## config.mk

```make
export PLATFORM = sky130hd
export DESIGN_NAME = bwd_burst_datapath
export DESIGN_NICKNAME = d
export VERILOG_FILES = /design/src/rtl/bwd_pkg.sv /design/src/rtl/bwd_write_decode.sv /design/src/rtl/bwd_lane_array.sv /design/src/rtl/bwd_read_pipe.sv /design/src/rtl/bwd_drive_ctrl.sv /design/src/rtl/bwd_burst_datapath.sv
export SDC_FILE = /design/constraint.sdc
export NUM_CORES = 1
export LEC_CHECK = 0
export CORE_ASPECT_RATIO = 2
export CORE_MARGIN = 2
export CORE_UTILIZATION = 50
export CTS_CLUSTER_DIAMETER = 100
export CTS_CLUSTER_SIZE = 28
export DETAILED_ROUTE_END_ITERATION = 12
export HOLD_SLACK_MARGIN = 0.1
export PLACE_DENSITY_LB_ADDON = 0.25
export SETUP_SLACK_MARGIN = 0.1
export SLEW_MARGIN = 20
export SYNTH_ARGS = -nofsm -noshare
export SYNTH_HDL_FRONTEND = slang
export SYNTH_SLANG_ARGS = --single-unit
export TNS_END_PERCENT = 1
```

## constraint.sdc

```tcl
create_clock -name clk -period 4 [get_ports clk]
set_clock_uncertainty 0.2 [all_clocks]
set_input_delay 0.6 -clock clk [delete_from_list [all_inputs] [get_ports clk]]
set_output_delay 0.6 -clock clk [all_outputs]
set_load 0.05 [all_outputs]
```

## src/rtl/bwd_pkg.sv

```systemverilog
package bwd_pkg;
    localparam int unsigned LANE_BITS = 9;
    localparam int unsigned WAKE_LOCK = 2;
endpackage

```

## src/rtl/bwd_write_decode.sv

```systemverilog
module bwd_write_decode #(
    parameter int unsigned LANES = 2
) (
    input  logic             gw_n,
    input  logic             bwe_n,
    input  logic [LANES-1:0] lane_we_n,
    output logic [LANES-1:0] wr_mask
);
    always_comb begin
        if (!gw_n) begin
            wr_mask = '1;
        end else if (!bwe_n) begin
            wr_mask = ~lane_we_n;
        end else begin
            wr_mask = '0;
        end
    end
endmodule

```

## src/rtl/bwd_lane_array.sv

```systemverilog
module bwd_lane_array #(
    parameter int unsigned LANES = 2,
    parameter int unsigned DEPTH = 64,
    localparam int unsigned LW = bwd_pkg::LANE_BITS,
    localparam int unsigned AW = $clog2(DEPTH),
    localparam int unsigned WW = LANES * LW
) (
    input  logic             clk,
    input  logic             wr_fire,
    input  logic [LANES-1:0] wr_mask,
    input  logic [AW-1:0]    addr,
    input  logic [WW-1:0]    wdata,
    output logic [WW-1:0]    rd_word
);
    for (genvar g = 0; g < LANES; g++) begin : g_lane
        logic [LW-1:0] store_q [DEPTH];
        logic          lane_we;

        always_comb begin
            lane_we = wr_fire && wr_mask[g];
        end

        always_ff @(posedge clk) begin
            if (lane_we) begin
                store_q[addr] <= wdata[g*LW +: LW];
            end
        end

        always_comb begin
            rd_word[g*LW +: LW] = store_q[addr];
        end
    end
endmodule

```

## src/rtl/bwd_read_pipe.sv

```systemverilog
module bwd_read_pipe #(
    parameter int unsigned WW = 18
) (
    input  logic          clk,
    input  logic          rst_n,
    input  logic          rd_fire,
    input  logic [WW-1:0] rd_word,
    output logic [WW-1:0] out_data,
    output logic          out_vld
);
    typedef struct packed {
        logic [WW-1:0] stage_data;
        logic          stage_vld;
        logic [WW-1:0] out_data;
        logic          out_vld;
    } pipe_t;

    pipe_t st_d, st_q;

    always_comb begin
        st_d = st_q;
        st_d.out_data = st_q.stage_data;
        st_d.out_vld  = st_q.stage_vld;
        st_d.stage_vld = rd_fire;
        if (rd_fire) begin
            st_d.stage_data = rd_word;
        end
    end

    always_ff @(posedge clk or negedge rst_n) begin
        if (!rst_n) begin
            st_q <= '0;
        end else begin
            st_q <= st_d;
        end
    end

    assign out_data = st_q.out_data;
    assign out_vld  = st_q.out_vld;
endmodule

```

## src/rtl/bwd_drive_ctrl.sv

```systemverilog
module bwd_drive_ctrl #(
    parameter int unsigned WAKE_CYC = bwd_pkg::WAKE_LOCK,
    localparam int unsigned CW = $clog2(WAKE_CYC + 1)
) (
    input  logic clk,
    input  logic rst_n,
    input  logic sleep,
    input  logic sel,
    input  logic wr_fire,
    input  logic out_vld,
    input  logic oe_n,
    output logic lock,
    output logic drive_en
);
    typedef struct packed {
        logic [CW-1:0] wake_cnt;
        logic          sel_a;
        logic          sel_b;
        logic          wr_seen;
    } ctl_t;

    ctl_t st_d, st_q;

    always_comb begin
        st_d = st_q;
        if (sleep) begin
            st_d.wake_cnt = CW'(WAKE_CYC);
        end else if (st_q.wake_cnt != '0) begin
            st_d.wake_cnt = st_q.wake_cnt - 1'b1;
        end
        st_d.sel_a   = sel;
        st_d.sel_b   = st_q.sel_a;
        st_d.wr_seen = wr_fire;
    end

    always_ff @(posedge clk or negedge rst_n) begin
        if (!rst_n) begin
            st_q <= '0;
        end else begin
            st_q <= st_d;
        end
    end

    always_comb begin
        lock     = sleep || (st_q.wake_cnt != '0);
        drive_en = out_vld && !oe_n && !sleep && !st_q.wr_seen
                   && st_q.sel_a && st_q.sel_b;
    end

    assert_sel_release_R10: assert property (@(posedge clk) disable iff (!rst_n)
        !$past(sel) |-> !drive_en);
endmodule

```

## src/rtl/bwd_burst_datapath.sv

```systemverilog
module bwd_burst_datapath #(
    parameter int unsigned LANES = 2,
    parameter int unsigned DEPTH = 64,
    localparam int unsigned AW = $clog2(DEPTH),
    localparam int unsigned WW = LANES * bwd_pkg::LANE_BITS
) (
    input  logic             clk,
    input  logic             rst_n,
    input  logic             acc_valid,
    input  logic [AW-1:0]    acc_addr,
    input  logic             gw_n,
    input  logic             bwe_n,
    input  logic [LANES-1:0] lane_we_n,
    input  logic [WW-1:0]    wdata,
    input  logic             oe_n,
    input  logic             sleep,
    input  logic             sel,
    output logic [WW-1:0]    rdata,
    output logic             drive_en,
    output logic             start_ok
);
    logic [LANES-1:0] wr_mask;
    logic [WW-1:0]    rd_word;
    logic             lock;
    logic             out_vld;
    logic             take;
    logic             wr_fire;
    logic             rd_fire;

    bwd_write_decode #(.LANES(LANES)) u_dec (
        .gw_n      (gw_n),
        .bwe_n     (bwe_n),
        .lane_we_n (lane_we_n),
        .wr_mask   (wr_mask)
    );

    always_comb begin
        take    = acc_valid && !lock;
        wr_fire = take && (wr_mask != '0);
        rd_fire = take && (wr_mask == '0);
    end

    bwd_lane_array #(.LANES(LANES), .DEPTH(DEPTH)) u_arr (
        .clk     (clk),
        .wr_fire (wr_fire),
        .wr_mask (wr_mask),
        .addr    (acc_addr),
        .wdata   (wdata),
        .rd_word (rd_word)
    );

    bwd_read_pipe #(.WW(WW)) u_pipe (
        .clk      (clk),
        .rst_n    (rst_n),
        .rd_fire  (rd_fire),
        .rd_word  (rd_word),
        .out_data (rdata),
        .out_vld  (out_vld)
    );

    bwd_drive_ctrl u_drv (
        .clk      (clk),
        .rst_n    (rst_n),
        .sleep    (sleep),
        .sel      (sel),
        .wr_fire  (wr_fire),
        .out_vld  (out_vld),
        .oe_n     (oe_n),
        .lock     (lock),
        .drive_en (drive_en)
    );

    assign start_ok = !lock;

    assert_global_all_R1: assert property (@(posedge clk) disable iff (!rst_n)
        !gw_n |-> (&wr_mask));
    assert_latency_R5: assert property (@(posedge clk) disable iff (!rst_n)
        out_vld |-> $past(rd_fire, 2));
    assert_write_blocks_R6: assert property (@(posedge clk) disable iff (!rst_n)
        $past(wr_fire) |-> !drive_en);
    assert_sleep_quiet_R8: assert property (@(posedge clk) disable iff (!rst_n)
        sleep |-> (!wr_fire && !drive_en));
    assert_wake_lock_R9: assert property (@(posedge clk) disable iff (!rst_n)
        $fell(sleep) |-> !start_ok);
endmodule

```

; Word-level counts from Yosys, hierarchy flattened
; Memories as Yosys holds them, arrays and structs flattened. A register that Yosys moved wholly into a read port is not among the register bits.
; Cells that the tools add are included.
[op_classes]
bitwise = 1
muxes = 8
reduce_logical = 21
addsub = 1
[ops]
columns = operator, count
row1 = 1-bit logical AND, 10
row2 = 2-bit two-way mux, 4
row3 = 1-bit zero test, 6
row4 = 2-bit nonzero test, 3
row5 = 1-bit two-way mux, 4
row6 = 2-bit zero test, 1
row7 = 2-bit NOT, 1
row8 = 2-bit by 1-bit subtractor with 2-bit output (second input constant), 1
row9 = 1-bit logical OR, 1
[word_totals]
regBits = 25
ram_bits = 1152
out_inout_bits = 20
memories = 2
[mem_list]
columns = memory, depth, word_bits, rd, rd_ports_with_merged_regs, write_ports, line_no
row1 = u_arr.g_lane[0].store_q, 64, 9, 1, 1, 1, bwd_lane_array.sv:16  ; logic [LW-1:0] store_q [DEPTH];
row2 = u_arr.g_lane[1].store_q, 64, 9, 1, 1, 1, bwd_lane_array.sv:16

; Longest topological paths before layout
; Gate-level depths: netlist (run 1).
[depth]
ltp_word = 8
ltp_mapped = 11
ltp_nobuf = 9

; Modules after synthesis
; Synthesis (run 1) repeated with hierarchy kept, for this count alone.
[hier_totals]
cells_unflattened = 2649
hier_area_um2 = 45950.3
[by_module_without_submodules]
columns = mod, seq_area_each_um2, cells_per_inst, instances, area_per_inst_um2
row1 = bwd_lane_array, 34593.2, 2569, 1, 44491.4
row2 = bwd_read_pipe, 950.9, 58, 1, 1222.4
row3 = bwd_drive_ctrl, 125.1, 15, 1, 191.4
row4 = bwd_burst_datapath, 0.0, 5, 1, 35.0
row5 = bwd_write_decode, 0.0, 2, 1, 10.0

; Least setup slack after synthesis (run 1)
; No wires, ideal clock.
[synth_timing]
kind = input to register
from = input acc_addr[0]
to = memory u_arr.g_lane[1].store_q[21][0] in the netlist's numbering, enable pin
arrival_ps = 2390
required_time_ps = 3426
setup_time_ps = 374
slack_ps = 1035
stages = 9
cell_sequence = buf_6 > buf_6 > buf_4 > buf_6 > buf_2 > buf_2 > nand2_1 > buf_2 > nor2_1
[synth_rtl]
columns = element, line_no
row1 = from (decl), bwd_burst_datapath.sv:10  ; input logic [AW-1:0] acc_addr,
row2 = to (decl), bwd_lane_array.sv:16
; No word-level cell before the write port.

; Final worst setup path (run 1)
[layout_timing]
from = register u_drv.st_q[3] in the netlist's numbering
to = output start_ok
[layout_via]
elab_chain_cells = 3
[layout_rtl]
columns = element, line_no
row1 = from (decl), bwd_drive_ctrl.sv:22  ; ctl_t st_d, st_q;
row2 = from (signal assigned), bwd_drive_ctrl.sv:40  ; st_q <= st_d;
row3 = 2-bit nonzero test, bwd_drive_ctrl.sv:45  ; lock = sleep || (st_q.wake_cnt != '0);
row4 = 1-bit logical OR, bwd_drive_ctrl.sv:45
row5 = 1-bit zero test, bwd_burst_datapath.sv:73  ; assign start_ok = !lock;
row6 = to (decl), bwd_burst_datapath.sv:20  ; output logic start_ok
; Every way passes these cells.

==> results of run 1 <==
[power groups by stage]
stage / logic, W / clock network, W / registers, W
2_1_floorplan: 0.000793 / 0 / 0.0146
3_3_place_gp: 0.00204 / 0 / 0.0144
3_5_place_dp: 0.00206 / 0 / 0.0144
4_1_cts: 0.00207 / 0.00599 / 0.0141
5_1_grt: 0.00217 / 0.00637 / 0.0141
6_report: 0.00209 / 0.00592 / 0.0141
[Yosys cell counts (all sizes together), types with 25 or more instances]
library cell	number
edfxtp	1152
mux4	104
dfrtp	43
a221oi	78
a22oi	93
a22o	25
o21ai	73
nand2	68
nor2	201
clkbuf	45
mux2	64
mux2i	155
o22ai	48
a21oi	68
buf	114
[layout by cell type, fill, tap and decap left out, types with 10 or more instances in the layout]
cell type        instances
o22a_1                  10
edfxtp_1              1152
nand2_1                 68
buf_12                  16
a22o_1                  25
clkbuf_16               49
o21ai_0                 70
a211oi_1                18
buf_2                   17
a22oi_1                 93
o211ai_1                17
dfrtp_1                 43
a221oi_1                75
mux2_2                  58
o22ai_1                 48
mux4_2                 104
a31oi_1                 18
clkdlybuf4s50_1         31
nor2_1                 198
a21oi_1                 68
buf_4                  269
clkbuf_1                28
mux2i_1                155
[final cells by class]
type | count | area, µm² | area share
multi-input combinational | 1166 | 9770 | 0.191
clock inverter | 1 | 11.3 | 0.000220
sequential | 1195 | 35700 | 0.698
clock buffer | 77 | 1330 | 0.0261
tap | 1200 | 1500 | 0.0294
inverter | 8 | 30.0 | 0.000588
timing repair buffer | 337 | 2790 | 0.0546
[layer usage]
metal | track usage | share of wire | up-vias
met5 | 0 | 0.000091 | -
met1 | 0.386 | 0.38 | 13356
li1 | - | - | 10683
met2 | 0.429 | 0.47 | 1671
met4 | 0.135 | 0.056 | 2
met3 | 0.0450 | 0.10 | 313
[cells by family after synthesis]
kind of cell	synth area share
flip-flops	0.769
AO/OA/AOI/OAI	0.0775
AND/OR/NAND/NOR	0.0316
multiplexers	0.0999
buffers and inverters	0.0212
XOR/XNOR	0.000189
adder cells (fa/ha/maj)	0.000270
[worst paths after layout]
check / to / slack (ns)
max: start_ok / 0.85
min: u_pipe.out_vld$_DFF_PN0_ / 0.17
max reg2reg: u_pipe.st_d[16]$_DFFE_PN0P_ / 0.98
min reg2reg: u_pipe.out_vld$_DFF_PN0_ / 0.17
max in group asynchronous: u_pipe.st_d[15]$_DFFE_PN0P_ / 2.74
min in group asynchronous: u_drv.st_q[3]$_DFFE_PN0N_ / 0.37
[through the flow]
stage                     setup slack, ns  cells  instance area (µm²)  utilization  hold WS (ns)
after CTS                           0.812   3982                51100        0.553         0.162
after global placement              0.357   3903                49700        0.538         0.155
after global routing                0.769   3984                51100        0.554         0.164
after detailed placement            0.339   3903                49700        0.538         0.157
final                               0.852   3984                51100        0.554         0.175
after floorplan                      1.04   2528                46400            -         0.104
[state kept, by name, summed over array words and instances, names as in the netlist]
register,cells
u_pipe.out_vld,1
u_pipe.out_data,18
u_arr.g_lane.store_q,1152
u_pipe.st_d,19
u_drv.st_d,1
u_drv.st_q,4
==> results by group, run 1 <==
Run status
  • Result of the run: complete, no violations

Setup path
  • Cells traversed along the worst timing path: inv_1, ha_1, nor2b_1, clkdlybuf4s50_1
  • Buf+Inv Stages, Crit Path: 2
  • Arrival time at the worst endpoint: about 2.4 ns
  • Worst R2R Path Depth: 9
  • Launch point of the worst reg-to-reg path: u_drv.st_q[3]$_DFFE_PN0N_
  • CP Launch Point: u_drv.st_q[3]$_DFFE_PN0N_
  • Top delay family on crit path: buffers and inverters
  • Total stage count of the critical path: 4
  • Highest cell delay on the worst timing path: about 0.82 ns
  • Setup crit end kind: output pin
  • Required arrival time at the worst endpoint: approximately 3.2 ns
  • Cell type of the slowest stage on the worst timing path: clkdlybuf4s50_1
  • Crit path launch type: flop
  • Class of the most critical setup path: flop to output pin
  • Max FO, Critical Path: 5

Timing
  • Count of final hold-check violations: 0
  • Worst Tran Pin Value: between 1 and 1.5 ns
  • Number of setup violations in the final report: 0
  • Ratio of final minimum period to clock period: 0.787
  • Final worst path period need: 3.15 ns
  • Achievable Freq: approximately 320 MHz
  • TNS Setup: 0 ns
  • Final count of pins violating max slew: 0
  • Unrepaired setup endpoints after global routing: no
  • Slew margin rel.: 0.157

CTS
  • Resize count post-CTS: 0
  • # clock sinks: 1,195
  • Cell at the root of the clock tree: clkbuf_16
  • Maximum number of buffers from clock root to sink: 3
  • TritonCTS clock tree: done
  • Inserted Clock Buffers: 48
  • Setup bufs post-CTS: 0
  • CTS HTree Levels: 2
  • Clk slew on worst S/H paths: around 0.10 ns
  • Hold buffer count at CTS: 1
  • Later-pin clock latency in the skew report: 0.65 ns

Yosys
  • Seq/Total Area, Yosys: 0.769
  • Number of synthesized flops with an enable pin: 1,152
  • Net count after synthesis: 2,563
  • Yosys top cell area share: 0.746
  • Per-instance average area after synthesis: around 18 µm²
  • Number of cells produced by synthesis: around 2,500
  • Async set or reset register ratio after synthesis: 0.0360
  • Ys flop type: edfxtp_1
  • Count of state elements after synthesis: 1,195
  • Yosys cell types: 67
  • Yosys warning count: 0
  • Area of the mapped netlist: 46,400 µm²
  • Top cell type by total area after synthesis: edfxtp_1
  • Largest cells by area after synthesis: edfxtp_1 75%, mux4_2 5.1%, mux2i_1 3.3%

Placed design
  • Total half-perimeter wirelength after legalization and detailed placement: around 85,000 µm
  • Final weighted congestion of routability-driven global placement: between 0.9 and 1
  • Count of port buffers added during placement: between 50 and 60

Final layout
  • Ant. Diodes: 0
  • Growth of design area from synthesis to finish: 10.2%
  • NumNets Final: ~2,800
  • Fill cell instance count of the final layout: approximately 7,000
  • Share of layout cells above drive strength 1: 0.198

Floorplanning
  • Effective utilization at floorplan: 0.502
  • Area of the core: between 90,000 and 100,000 µm²
  • Full die area: between 90,000 and 100,000 µm²
  • Io pins: 54
  • Die Span X: 219 µm
  • Overall die height: about 430 µm
  • FP Rows: 158

Route
  • Drt total wl: 131,000 µm
  • Residual DRC: 0
  • First-pass iteration count of the detailed router: 6
  • Post-detailed-route count of antenna-violating nets: 0
  • Number of DRC markers after the initial detailed-route iteration: 3,725
  • Average wire per standard cell: approximately 33 µm
  • Vias per cell: 6.53
  • Total number of vias: roughly 26,000

Power and ir drop
  • Part of the power in registers: 0.637
  • Comb pwr share: 0.095
  • Reported net switching power: around 0.0052 W
  • Power density relative to cell area: between 400 and 500 nW/µm²
  • Reported leakage power: around 16 nW
  • Switching share of power: 0.237
  • Highest ir drop seen on vdd: slightly above 0.0006 V
  • Tot Pwr: around 0.022 W
  • Clock group share of total power: 0.268
  • Internal power contribution: between 0.015 and 0.02 W

Min path
  • Critical hold path startpoint: u_pipe.st_d[0]$_DFF_PN0_
  • Type of the most critical hold path: flop to flop
  • Worst Hold Depth: 0

GRT
  • Maximum number of pins on one net before global-route repair: 65
  • Global Route Usage Sum: 0.277
  • Total global routing overflow: 0
  • First-pass GRT wire length: between 150,000 and 200,000 µm
  • Number of global-route vias before repair: roughly 25,000
  • Antenna violations before repair: 1

Job
  • Number of max-capacitance violations reported: 0
Note: power is estimated with default switching activity, not from simulation.
==> run 2, diff against run 1 <==
==> constraint.sdc (replaced) <==
create_clock -name clk -period 2.9 [get_ports clk]
set_clock_uncertainty 0.2 [all_clocks]
set_input_delay 0.435 -clock clk [delete_from_list [all_inputs] [get_ports clk]]
set_output_delay 0.435 -clock clk [all_outputs]
set_load 0.05 [all_outputs]
==> run 2 against run 1 <==
Effect of this change:
- sequential power is 38% higher
- clock power is 39% higher
- sequential cell count stayed put
- via count is 2.8% higher
- cell count is 5.1% higher
- global-route usage is 0.68 points higher
- non-clock buffer count is 204 higher
- sequential share of layout area is 2.6 points lower
- final area is 3.8% higher
- first-iteration DRC count is 1.7% lower
- clock-buffer cell count is 2 lower
==> results by group, run 2 (same netlist as run 1, synthesis figures left out) <==
Timing
  • Achievable Freq: between 300 and 400 MHz
  • Slew margin rel.: 0.239 (+0.0817)
  • Final worst path period need: around 2.7 ns
  • Unrepaired setup endpoints after global routing: yes
  • Number of setup violations in the final report: 0 (unchanged)
  • Ratio of final minimum period to clock period: 0.919
  • TNS Setup: 0 ns (unchanged)
  • Worst-case setup margin in the final layout: 0.234 ns (-0.618 ns)
  • Final count of pins violating max slew: 0 (unchanged)
  • Count of final hold-check violations: 0 (unchanged)
  • Worst Tran Pin Value: 1.14 ns (-0.120 ns)

Route
  • Total number of vias: 26,755 (+2.8%)
  • First-pass iteration count of the detailed router: 6 (unchanged)
  • Residual DRC: 0 (unchanged)
  • Post-detailed-route count of antenna-violating nets: 0 (unchanged)
  • Vias per cell: 6.39 (-2.2%)
  • Average wire per standard cell: 32.1 µm (-2.6%)
  • Drt total wl: 134,000 µm (+2.4%)
  • Number of DRC markers after the initial detailed-route iteration: 3,662 (-1.7%)

GRT
  • Number of global-route vias before repair: 26,086 (+3.2%)
  • First-pass GRT wire length: 191,000 µm (+2.6%)
  • Peak-usage layer in the global routing report: met2
  • Antenna violations before repair: 2 (+1)
  • Global Route Usage Sum: 0.284 (+0.00681)
  • Met1 Resource Use GR: 0.389 (+0.00276)
  • Total global routing overflow: 0 (unchanged)
  • Maximum number of pins on one net before global-route repair: 65 (unchanged)
  • GR Util met2: 0.454 (+0.0243)
  • Met3 capacity usage during global routing: 0.0408 (-0.00419)

Floorplanning
  • Full die area: 95,300 µm² (unchanged)
  • Die Span X: 219 µm (unchanged)
  • Overall die height: 435 µm (unchanged)
  • Area of the core: 92,300 µm² (unchanged)
  • FP Rows: 158 (unchanged)
  • Io pins: 54 (unchanged)
  • Effective utilization at floorplan: 0.502 (unchanged)

Final layout
  • Growth of design area from synthesis to finish: 14.4%
  • Ant. Diodes: 0 (unchanged)
  • End-of-flow core utilization: 0.575 (+0.0211)
  • Commonest non-fill, non-tap cells in the layout: 1,152 x edfxtp_1, 429 x buf_4, 197 x nor2_1
  • Most common cell after layout, fill and taps aside: edfxtp_1
  • NumNets Final: 2,995 (+7.3%)
  • Non-filler instance count after layout: 4,188 (+5.1%)
  • Share of layout cells above drive strength 1: 0.250 (+0.0521)
  • Layout Cell Area excl Fill: 53,000 µm² (+3.8%)
  • Register bank with the most flops: u_arr.g_lane.store_q
  • Number of flip-flops under the largest register name: 1,152 (unchanged)

CTS
  • Cell at the root of the clock tree: clkbuf_16
  • Inserted Clock Buffers: 48 (unchanged)
  • TritonCTS clock tree: done
  • # clock sinks: 1,195 (unchanged)
  • Later-pin clock latency in the skew report: 0.67 ns (+0.02 ns)
  • Maximum number of buffers from clock root to sink: 3 (unchanged)
  • CTS HTree Levels: 2 (unchanged)
  • Clk slew on worst S/H paths: 0.11 ns (about the same)

Setup path
  • Setup slack of the most critical reg-to-reg path: 0.27 ns (-0.71 ns)
  • Class of the most critical setup path: flop to output pin
  • Launch point of the worst reg-to-reg path: u_drv.st_q[3]$_DFFE_PN0N_
  • Top delay family on crit path: buffers and inverters
  • Max FO, Critical Path: 5 (unchanged)
  • Reg2Reg Capture Point: u_pipe.st_d[13]$_DFFE_PN0P_
  • Cell type of the slowest stage on the worst timing path: dlygate4sd2_1
  • Buf+Inv Stages, Crit Path: 2 (unchanged)
  • Cells traversed along the worst timing path: inv_1, ha_1, nor2b_1, dlygate4sd2_1
  • Arrival time at the worst endpoint: 2.03 ns (-0.32 ns)
  • Setup crit end kind: output pin
  • Crit path launch type: flop
  • Highest cell delay on the worst timing path: 0.53 ns (-0.29 ns)
  • Required arrival time at the worst endpoint: 2.27 ns (-0.93 ns)
  • Worst R2R Path Depth: 10 (+1)

Run status
  • Result of the run: complete, no violations

Power and ir drop
  • Reported leakage power: 17.6 nW (+6.9%)
  • Power density relative to cell area: 580 nW/µm² (+34%)
  • Highest ir drop seen on vdd: 0.000810 V (+32%)

Placed design
  • Number of cells in the design after placement: 4,096 (+4.9%)
  • Final weighted congestion of routability-driven global placement: 0.982 (+3.2%)
  • Count of port buffers added during placement: 53 (unchanged)
  • Setup WS pre-CTS: -0.132 ns (-0.471 ns)
  • Total half-perimeter wirelength after legalization and detailed placement: 90,500 µm (+6.4%)
  • Placed Instance Area: 51,600 µm² (+3.7%)

Min path
  • Worst Hold Depth: 1 (+1)
  • End point of the worst hold path: u_arr.g_lane[1].store_q[15][7]$_DFFE_PP_
  • Type of the most critical hold path: input port to flop
  • Critical hold path startpoint: wdata[16]

Job
  • Number of max-capacitance violations reported: 0 (unchanged)
[run 2: report_power, final]
group	switching, W	internal [W]	total [W]
clock network	0.00500	0.00320	0.00820
registers	0.000261	0.0192	0.0194
logic	0.00202	0.00113	0.00315
[run 2: worst max path at each step]
stage,from,end,slack [ns],cells after the start
6_report,u_drv.st_q[3]$_DFFE_PN0N_,start_ok,0.23,4
3_5_place_dp,acc_addr[0],u_pipe.st_d[11]$_DFFE_PN0P_,-0.13,11
2_1_floorplan,acc_addr[0],u_arr.g_lane[1].store_q[21][0]$_DFFE_PP_,0.10,9
4_1_cts,u_drv.st_q[3]$_DFFE_PN0N_,start_ok,0.19,4
3_3_place_gp,acc_addr[0],u_pipe.st_d[11]$_DFFE_PN0P_,-0.11,11
5_1_grt,u_drv.st_q[3]$_DFFE_PN0N_,u_pipe.st_d[13]$_DFFE_PN0P_,0.06,10
[run 2: final cells by class]
cell class,instances,area (µm²)
Clock buffer,75,1320
Clock inverter,3,28.8
Fill cell,6884,39300
Inverter,8,30.0
Multi-Input combinational cell,1166,9770
Sequential cell,1195,35700
Tap cell,1200,1500
Timing Repair Buffer,541,4720
[run 2: metal layers]
layer / vias to the layer above / routed length, µm
met3: 304 / 12000
li1: 11088 / -
met2: 1588 / 64000
met4: 0 / 7330
met5: - / 0
met1: 13775 / 50900
[run 2: timing repair]
action	in CTS	in global routing
setup endpoints to repair	1	132
hold buffers	14	0
resized for setup	1	2
pin swaps	0	1
setup buffers	0	0
hold endpoints to repair	344	0
[run 2: worst register-to-register path, stage by stage (launching register included)]
cell and delay (ns):
dfrtp_1 0.41, inv_1 0.06, ha_1 0.23, nand3b_1 0.13, or3b_4 0.44, clkinv_1 0.07
buf_4 0.16, buf_4 0.20, o311ai_0 0.14, a221oi_1 0.32, a31oi_1 0.13
[run 2: stage by stage]
step | hold WS (ns) | power (W)
floorplan | -0.0606 | 0.0212
global placement | 0.166 | 0.0229
detailed placement | 0.168 | 0.0229
CTS | 0.116 | 0.0309
global route | 0.167 | 0.0315
finish | 0.142 | 0.0308
